$ cat config.mk
export PLATFORM = sky130hd
export DESIGN_NAME = scan_truept_classifier
export DESIGN_NICKNAME = d
export VERILOG_FILES = /design/src/rtl/scan_truept_pkg.sv /design/src/rtl/scan_truept_classify.sv /design/src/rtl/scan_truept_ctr_bank.sv /design/src/rtl/scan_truept_carry.sv /design/src/rtl/scan_truept_classifier.sv
export SDC_FILE = /design/constraint.sdc
export NUM_CORES = 1
export LEC_CHECK = 0
export ABC_AREA = 1
export ABC_CLOCK_PERIOD_IN_PS = 3860
export BUFFER_PORTS_ARGS = -buffer_cell sky130_fd_sc_hd__buf_2
export CORE_ASPECT_RATIO = 2
export CORE_MARGIN = 2
export CORE_UTILIZATION = 40
export CTS_BUF_LIST = sky130_fd_sc_hd__clkbuf_4
export CTS_CLUSTER_DIAMETER = 30
export CTS_CLUSTER_SIZE = 12
export DETAILED_ROUTE_END_ITERATION = 12
export PLACE_DENSITY = 0.61
export SYNTH_ARGS = -nofsm -noshare
export SYNTH_HDL_FRONTEND = slang
export SYNTH_SLANG_ARGS = --single-unit
$ cat constraint.sdc
create_clock -name clk -period 3.86 [get_ports clk]
set_input_delay 0.772 -clock clk [delete_from_list [all_inputs] [get_ports clk]]
set_output_delay 0.772 -clock clk [all_outputs]
set_load 0.1 [all_outputs]
$ cat src/rtl/scan_truept_pkg.sv
// Package: point kinds shared by the classifier modules.
// Assumes the kind is fully encoded by the P and D bits of a point.
package scan_truept_pkg;

    typedef enum logic [1:0] {
        KIND_START = 2'b00,
        KIND_END   = 2'b01,
        KIND_VIRT  = 2'b10,
        KIND_OLD   = 2'b11
    } pt_kind_e;

    // Map the {P,D} pair onto a point kind.
    function automatic pt_kind_e kind_of(input logic p, input logic d);
        return pt_kind_e'({p, d});
    endfunction

endpackage

$ cat src/rtl/scan_truept_classify.sv
// Module: scan_truept_classify
// Computes the next left/right counts for one point and its boundary tags.
// Assumes the caller suppresses writes for markers and virtual points.
// Counters saturate at zero (underflow reported) and at their maximum.
module scan_truept_classify
    import scan_truept_pkg::*;
#(
    parameter int C_W = 8
) (
    input  logic [C_W-1:0] lc_cur,
    input  logic [C_W-1:0] rc_cur,
    input  logic           o,
    input  pt_kind_e       kind,
    output logic [C_W-1:0] lc_nxt,
    output logic [C_W-1:0] rc_nxt,
    output logic           is_true,
    output logic           is_tend,
    output logic           uflow
);
    localparam logic [C_W-1:0] CMAX = {C_W{1'b1}};

    logic touch_l, touch_r, chg_l, chg_r, uf_l, uf_r;

    // Choose which sides the point moves and apply the step.
    always_comb begin
        touch_l = (kind == KIND_OLD) || (kind == KIND_END);
        touch_r = (kind == KIND_OLD) || (kind == KIND_START);
        lc_nxt  = lc_cur;
        rc_nxt  = rc_cur;
        uf_l    = 1'b0;
        uf_r    = 1'b0;
        if (touch_l) begin
            if (o) begin
                if (lc_cur == '0) uf_l = 1'b1;
                else              lc_nxt = lc_cur - 1'b1;
            end else if (lc_cur != CMAX) begin
                lc_nxt = lc_cur + 1'b1;
            end
        end
        if (touch_r) begin
            if (o) begin
                if (rc_cur == '0) uf_r = 1'b1;
                else              rc_nxt = rc_cur - 1'b1;
            end else if (rc_cur != CMAX) begin
                rc_nxt = rc_cur + 1'b1;
            end
        end
    end

    // Compare inside/outside state before and after the step.
    always_comb begin
        chg_l   = (lc_cur != '0) != (lc_nxt != '0);
        chg_r   = (rc_cur != '0) != (rc_nxt != '0);
        is_true = chg_l | chg_r;
        is_tend = chg_l ^ chg_r;
        uflow   = uf_l | uf_r;
    end

endmodule

$ cat src/rtl/scan_truept_ctr_bank.sv
// Module: scan_truept_ctr_bank
// Holds a left and a right counter for every layer.
// Assumes clr and wr_en are never asserted together; clr wins if they are.
module scan_truept_ctr_bank #(
    parameter int L_W = 3,
    parameter int C_W = 8
) (
    input  logic           clk,
    input  logic           rst_n,
    input  logic           clr,
    input  logic           wr_en,
    input  logic [L_W-1:0] layer,
    input  logic [C_W-1:0] lc_wr,
    input  logic [C_W-1:0] rc_wr,
    output logic [C_W-1:0] lc_rd,
    output logic [C_W-1:0] rc_rd
);
    localparam int NL = 1 << L_W;

    logic [C_W-1:0] lc_q [NL];
    logic [C_W-1:0] rc_q [NL];

    for (genvar g = 0; g < NL; g++) begin : g_layer
        // Clear on reset or marker, load on a write to this layer.
        always_ff @(posedge clk) begin
            if (!rst_n || clr) begin
                lc_q[g] <= '0;
                rc_q[g] <= '0;
            end else if (wr_en && (layer == L_W'(g))) begin
                lc_q[g] <= lc_wr;
                rc_q[g] <= rc_wr;
            end
        end
    end

    // Present the addressed layer's counts.
    always_comb begin
        lc_rd = lc_q[layer];
        rc_rd = rc_q[layer];
    end

endmodule

$ cat src/rtl/scan_truept_carry.sv
// Module: scan_truept_carry
// Builds the point handed to the next scanline, if any.
// Assumes is_true and rc_inside come from the same point's classification.
module scan_truept_carry
    import scan_truept_pkg::*;
#(
    parameter int X_W = 8
) (
    input  pt_kind_e       kind,
    input  logic           marker,
    input  logic           o,
    input  logic           is_true,
    input  logic           rc_inside,
    input  logic [X_W-1:0] xext_in,
    input  logic [X_W-1:0] ext_new,
    output logic           c_valid,
    output logic           c_d,
    output logic           c_p,
    output logic [X_W-1:0] c_xext
);
    logic spawn;

    // Decide whether and how the point travels to the next scanline.
    always_comb begin
        spawn   = is_true && (o ? rc_inside : !rc_inside);
        c_valid = 1'b0;
        c_d     = 1'b1;
        c_p     = 1'b1;
        c_xext  = xext_in;
        if (!marker) begin
            unique case (kind)
                KIND_START: c_valid = 1'b1;
                KIND_OLD: c_valid = 1'b1;
                KIND_VIRT: begin
                    c_valid = 1'b1;
                    c_d     = 1'b0;
                end
                KIND_END: begin
                    c_valid = spawn;
                    c_d     = 1'b0;
                    c_xext  = ext_new;
                end
                default: c_valid = 1'b0;
            endcase
        end
    end

endmodule

$ cat src/rtl/scan_truept_classifier.sv
// Module: scan_truept_classifier
// Tags merged scanline points as boundary points of the per-layer union
// and produces the carried-over stream for the next scanline.
// Assumes input arrives in canonical order, each scanline opened by a
// layer-0 marker. One point per cycle, outputs registered (1 cycle latency).
module scan_truept_classifier
    import scan_truept_pkg::*;
#(
    parameter int Y_W      = 18,
    parameter int L_W      = 3,
    parameter int X_W      = 8,
    parameter int C_W      = 8,
    parameter int EXT_BASE = 3,
    parameter int EXT_STEP = 3
) (
    input  logic           clk,
    input  logic           rst_n,
    input  logic           in_valid,
    input  logic [Y_W-1:0] in_y,
    input  logic [L_W-1:0] in_layer,
    input  logic           in_o,
    input  logic           in_d,
    input  logic           in_p,
    input  logic [X_W-1:0] in_xext,
    output logic           chk_valid,
    output logic [Y_W-1:0] chk_y,
    output logic [L_W-1:0] chk_layer,
    output logic           chk_o,
    output logic           chk_d,
    output logic           chk_p,
    output logic [X_W-1:0] chk_xext,
    output logic           chk_true,
    output logic           chk_tend,
    output logic           chk_virtual,
    output logic           chk_marker,
    output logic           err_underflow,
    output logic           nxt_valid,
    output logic [Y_W-1:0] nxt_y,
    output logic [L_W-1:0] nxt_layer,
    output logic           nxt_o,
    output logic           nxt_d,
    output logic           nxt_p,
    output logic [X_W-1:0] nxt_xext
);
    pt_kind_e       kind;
    logic           marker, is_virt, wr_en, clr;
    logic [C_W-1:0] lc_rd, rc_rd, lc_nxt, rc_nxt;
    logic           is_true, is_tend, uflow;
    logic           c_valid, c_d, c_p;
    logic [X_W-1:0] c_xext, ext_new;

    // Decode the incoming point and derive bank controls.
    always_comb begin
        kind    = kind_of(in_p, in_d);
        marker  = (in_layer == '0);
        is_virt = (kind == KIND_VIRT);
        clr     = in_valid && marker;
        wr_en   = in_valid && !marker && !is_virt;
        ext_new = X_W'(EXT_BASE + EXT_STEP * int'(in_layer));
    end

    scan_truept_ctr_bank #(.L_W(L_W), .C_W(C_W)) u_bank (
        .clk   (clk),
        .rst_n (rst_n),
        .clr   (clr),
        .wr_en (wr_en),
        .layer (in_layer),
        .lc_wr (lc_nxt),
        .rc_wr (rc_nxt),
        .lc_rd (lc_rd),
        .rc_rd (rc_rd)
    );

    scan_truept_classify #(.C_W(C_W)) u_class (
        .lc_cur  (lc_rd),
        .rc_cur  (rc_rd),
        .o       (in_o),
        .kind    (kind),
        .lc_nxt  (lc_nxt),
        .rc_nxt  (rc_nxt),
        .is_true (is_true),
        .is_tend (is_tend),
        .uflow   (uflow)
    );

    scan_truept_carry #(.X_W(X_W)) u_carry (
        .kind      (kind),
        .marker    (marker),
        .o         (in_o),
        .is_true   (is_true),
        .rc_inside (rc_nxt != '0),
        .xext_in   (in_xext),
        .ext_new   (ext_new),
        .c_valid   (c_valid),
        .c_d       (c_d),
        .c_p       (c_p),
        .c_xext    (c_xext)
    );

    // Register the tagged point for the checker.
    always_ff @(posedge clk) begin
        if (!rst_n) begin
            chk_valid     <= 1'b0;
            chk_y         <= '0;
            chk_layer     <= '0;
            chk_o         <= 1'b0;
            chk_d         <= 1'b0;
            chk_p         <= 1'b0;
            chk_xext      <= '0;
            chk_true      <= 1'b0;
            chk_tend      <= 1'b0;
            chk_virtual   <= 1'b0;
            chk_marker    <= 1'b0;
            err_underflow <= 1'b0;
        end else begin
            chk_valid     <= in_valid;
            chk_y         <= in_y;
            chk_layer     <= in_layer;
            chk_o         <= in_o;
            chk_d         <= in_d;
            chk_p         <= in_p;
            chk_xext      <= in_xext;
            chk_true      <= in_valid && wr_en && is_true;
            chk_tend      <= in_valid && wr_en && is_tend;
            chk_virtual   <= in_valid && !marker && is_virt;
            chk_marker    <= in_valid && marker;
            err_underflow <= wr_en && uflow;
        end
    end

    // Register the carried point for the next-scanline buffer.
    always_ff @(posedge clk) begin
        if (!rst_n) begin
            nxt_valid <= 1'b0;
            nxt_y     <= '0;
            nxt_layer <= '0;
            nxt_o     <= 1'b0;
            nxt_d     <= 1'b0;
            nxt_p     <= 1'b0;
            nxt_xext  <= '0;
        end else begin
            nxt_valid <= in_valid && c_valid;
            nxt_y     <= in_y;
            nxt_layer <= in_layer;
            nxt_o     <= in_o;
            nxt_d     <= c_d;
            nxt_p     <= c_p;
            nxt_xext  <= c_xext;
        end
    end


    chk_latency_chk: assert property (@(posedge clk) disable iff (!rst_n)
        in_valid |=> chk_valid);

    no_spurious_chk: assert property (@(posedge clk) disable iff (!rst_n)
        (chk_valid || nxt_valid) |-> $past(in_valid));

    tend_is_true_chk: assert property (@(posedge clk) disable iff (!rst_n)
        chk_tend |-> chk_true);

    virt_not_true_chk: assert property (@(posedge clk) disable iff (!rst_n)
        chk_virtual |-> (!chk_true && !err_underflow));

    marker_not_carried_chk: assert property (@(posedge clk) disable iff (!rst_n)
        chk_marker |-> (!nxt_valid && !chk_true));

    carried_p_set_chk: assert property (@(posedge clk) disable iff (!rst_n)
        nxt_valid |-> nxt_p);

    uflow_context_chk: assert property (@(posedge clk) disable iff (!rst_n)
        err_underflow |-> (chk_valid && chk_o && !chk_marker));

endmodule

==> results_dict.tcl <==
set metrics [dict create \
    period_minus_slack_ps 3190 \
    fin_crit_sh_pct 82.7 \
    drt-total-wl_mm 25.1 \
    holdPathEnd "nxt_y[7]$_SDFF_PN0_" \
    slew_headroom_pct 41.9 \
    worstPathArrival_ps 3740 \
    p_int_w 0.00288 \
    cts_setup_buffers 0 \
    maxCapViolCount 0 \
    worst_setup_path_end_kind "flip-flop" \
    setup-tns-final_ps 0 \
    grt_pass1_vias 7407 \
    mostFrequentLayoutCells "nand2_1 (267), nor2_1 (189), inv_1 (130)" \
    synthTopCellsByArea "edfxtp_1 (41%), nand2_1 (11%), dfxtp_1 (11%)" \
    r2r_slack_ps 960 \
    gp_congestion 0.918 \
    hp-start "in_y[7]" \
    drv_slew 0 \
    synthDistinctLibCells 38 \
    p_leak_nw 5.07 \
    hold_viol 0 \
    final_common_cell "nand2_1" \
    cts.sinks 177 \
    tightest_slew_ps 869 \
    grt_overflow_total 0 \
    grt_first_pass_wirelength_mm 38.9 \
    power_density_nw_per_um2 420 \
    fin_nets 1287 \
    hold_buffers 0 \
    die_y_um 220 \
    synth_flop_cell "edfxtp_1" \
    hp-class "in2reg" \
    fp.dieArea_um2 24600 \
    pwr-share-seq_pct 49.1 \
    vias 7477 \
    io_pins 106 \
    grt_max_degree 44 \
    fillers 2316 \
    switchingPower_w 0.00154 \
    cts_buffers 17 \
    ys_ff_latch 177 \
    syn-cell-area_um2 9300 \
    hpwl_mm 18.2 \
    clock_latency_ps 620 \
    status "finished clean" \
    syn-instance-count 1108 \
    clockPowerShare_pct 25.7 \
    start_util_pct 40.4 \
    startpoint_type "input port" \
    power_w 0.00443 \
    drive_gt1_share_pct 21.4 \
    ff2ff_path_depth 25 \
    worstReg2RegEnd "nxt_valid$_SDFF_PN0_" \
    power_frac_comb_pct 25.2 \
    h-tree-depth 4 \
    drtAntennaViolNets 0 \
    clk_pin_slew_worst_paths_ps 140 \
    drt_iter0_drc 456 \
    critPathKind "in2reg" \
    portBuffers 105 \
    cts_buffer_depth 2 \
    rsz0062_at_grt "false" \
    synthArstFlopShare_pct 0 \
    drc_errors 0 \
    antenna_found_initial 1 \
    r2r_start "u_bank.lc_q[1][0]$_SDFFCE_PN0P_" \
    synth-edff-count 128 \
    area.growth.synth_to_final_pct 13.4 \
    fmax_mhz 313 \
    core_um2 23000 \
    peakVddDrop_mv 0.281 \
    via_per_inst 4.88 \
    yosysTopAreaCell "edfxtp_1" \
    wl_per_cell_um 16.4 \
    hold_ws_ps 333 \
    drtPass1Iterations 4 \
    synth_area_per_cell_um2 8.39 \
    die_x_um 112 \
    finClkSkew_ps 24.9 \
    required_ps 4410 \
    synth_seq_area_share_pct 51.9 \
    rows 79 \
    ctsResizeCount 0 \
    cts.root.buffer_cell "clkbuf_4" \
    yosysWarnings 0 \
    setup_viol 0 \
    grt_usage_pct 20.8 \
    switching_share_pct 34.8 \
    cts_tree "done" \
    crit_path_max_fanout 7 \
    whs_path_depth 3 \
    synth_top_area_share_pct 41.3 \
]
==> power groups by stage <==
stage / clock [W] / sequential, W / combinational [W]
6_report: 0.00114 / 0.00218 / 0.00111
5_1_grt: 0.00122 / 0.00219 / 0.00121
4_1_cts: 0.00116 / 0.00218 / 0.00112
3_5_place_dp: 0 / 0.00222 / 0.00111
3_3_place_gp: 0 / 0.00222 / 0.00111
2_1_floorplan: 0 / 0.00241 / 0.000611
==> how the worst max path moves through the flow <==
stage	start	end
floorplan	in_layer[1]	u_bank.lc_q[1][0]$_SDFFCE_PN0P_
global placement	in_layer[1]	nxt_valid$_SDFF_PN0_
detailed placement	in_layer[1]	nxt_valid$_SDFF_PN0_
CTS	in_layer[1]	nxt_valid$_SDFF_PN0_
global route	in_layer[1]	nxt_valid$_SDFF_PN0_
finish	in_layer[1]	nxt_valid$_SDFF_PN0_
==> synth_stat cells (13+ instances only) <==
cell type and instances:
o21ai_1 21, o21ai_0 17, buf_4 31, nor2_1 189
edfxtp_1 128, inv_1 130, nand3_1 97, dfxtp_1 49
nand2_1 267, o21ai_2 13, nand2_2 23, ha_1 18
buf_2 14
==> registers in the layout, summed over array words and instances (netlist names), 3 cells and up <==
signal	flops
u_bank.lc_q	64
nxt_xext	8
nxt_y	18
nxt_layer	3
chk_xext	8
u_bank.rc_q	64
==> cell families after synthesis <==
family,after synthesis,synth area share [%]
AOI/OAI and AO/OA,72,4.94
xor gates and xnor gates,12,1.13
adders and majority gates,18,2.42
buffers and inverters,211,10.9
DFF,177,51.9
other,1,0.0403
and+or+nand+nor,617,28.7
==> per-stage QoR <==
step	std cells	worst slack, ps	util [%]	instance area (µm²)
after CTS	1530	752	45.8	10500
after global placement	1498	153	44.5	10200
after floorplan	1123	198	-	9360
after global routing	1531	419	45.8	10500
final	1531	668	45.8	10500
after detailed placement	1498	116	44.5	10200
==> area by class of cell <==
cell class                 instances  area (µm²)  share of cell area [%]
multi-input combinational        735        3520                    33.4
antenna                            1        2.50                  0.0237
sequential                       177        4820                    45.8
inverter                         146         553                    5.25
clock inverter                    13         156                    1.48
tap                              283         354                    3.36
timing repair buffer             157         991                    9.40
clock buffer                      19         143                    1.35
==> routing by layer <==
layer / routed length, µm / up-vias / share of wire (%) / GRT usage (%)
li1: - / 3722 / - / -
met1: 9870 / 3538 / 39 / 23.9
met2: 13500 / 169 / 54 / 37.4
met3: 923 / 48 / 3.7 / 3.30
met4: 797 / 0 / 3.2 / 9.79
met5: 0 / - / 0 / 0
==> critical path, cell delays in order <==
cell	delay (ps)
buf_2	170
nor2_1	570
nand3_1	180
nand2_1	100
inv_1	60
nand2_1	90
ha_1	190
nand2_2	90
nor2_4	150
nand3_1	120
nand2_2	90
inv_2	50
nand2_1	80
nand2_1	90
nand2_4	70
nand2_2	50
nor2_2	130
nand2_2	80
xor2_1	150
ha_1	190
inv_1	70
nand3_2	80
a21oi_2	110
(Power assumes the default switching activity.)
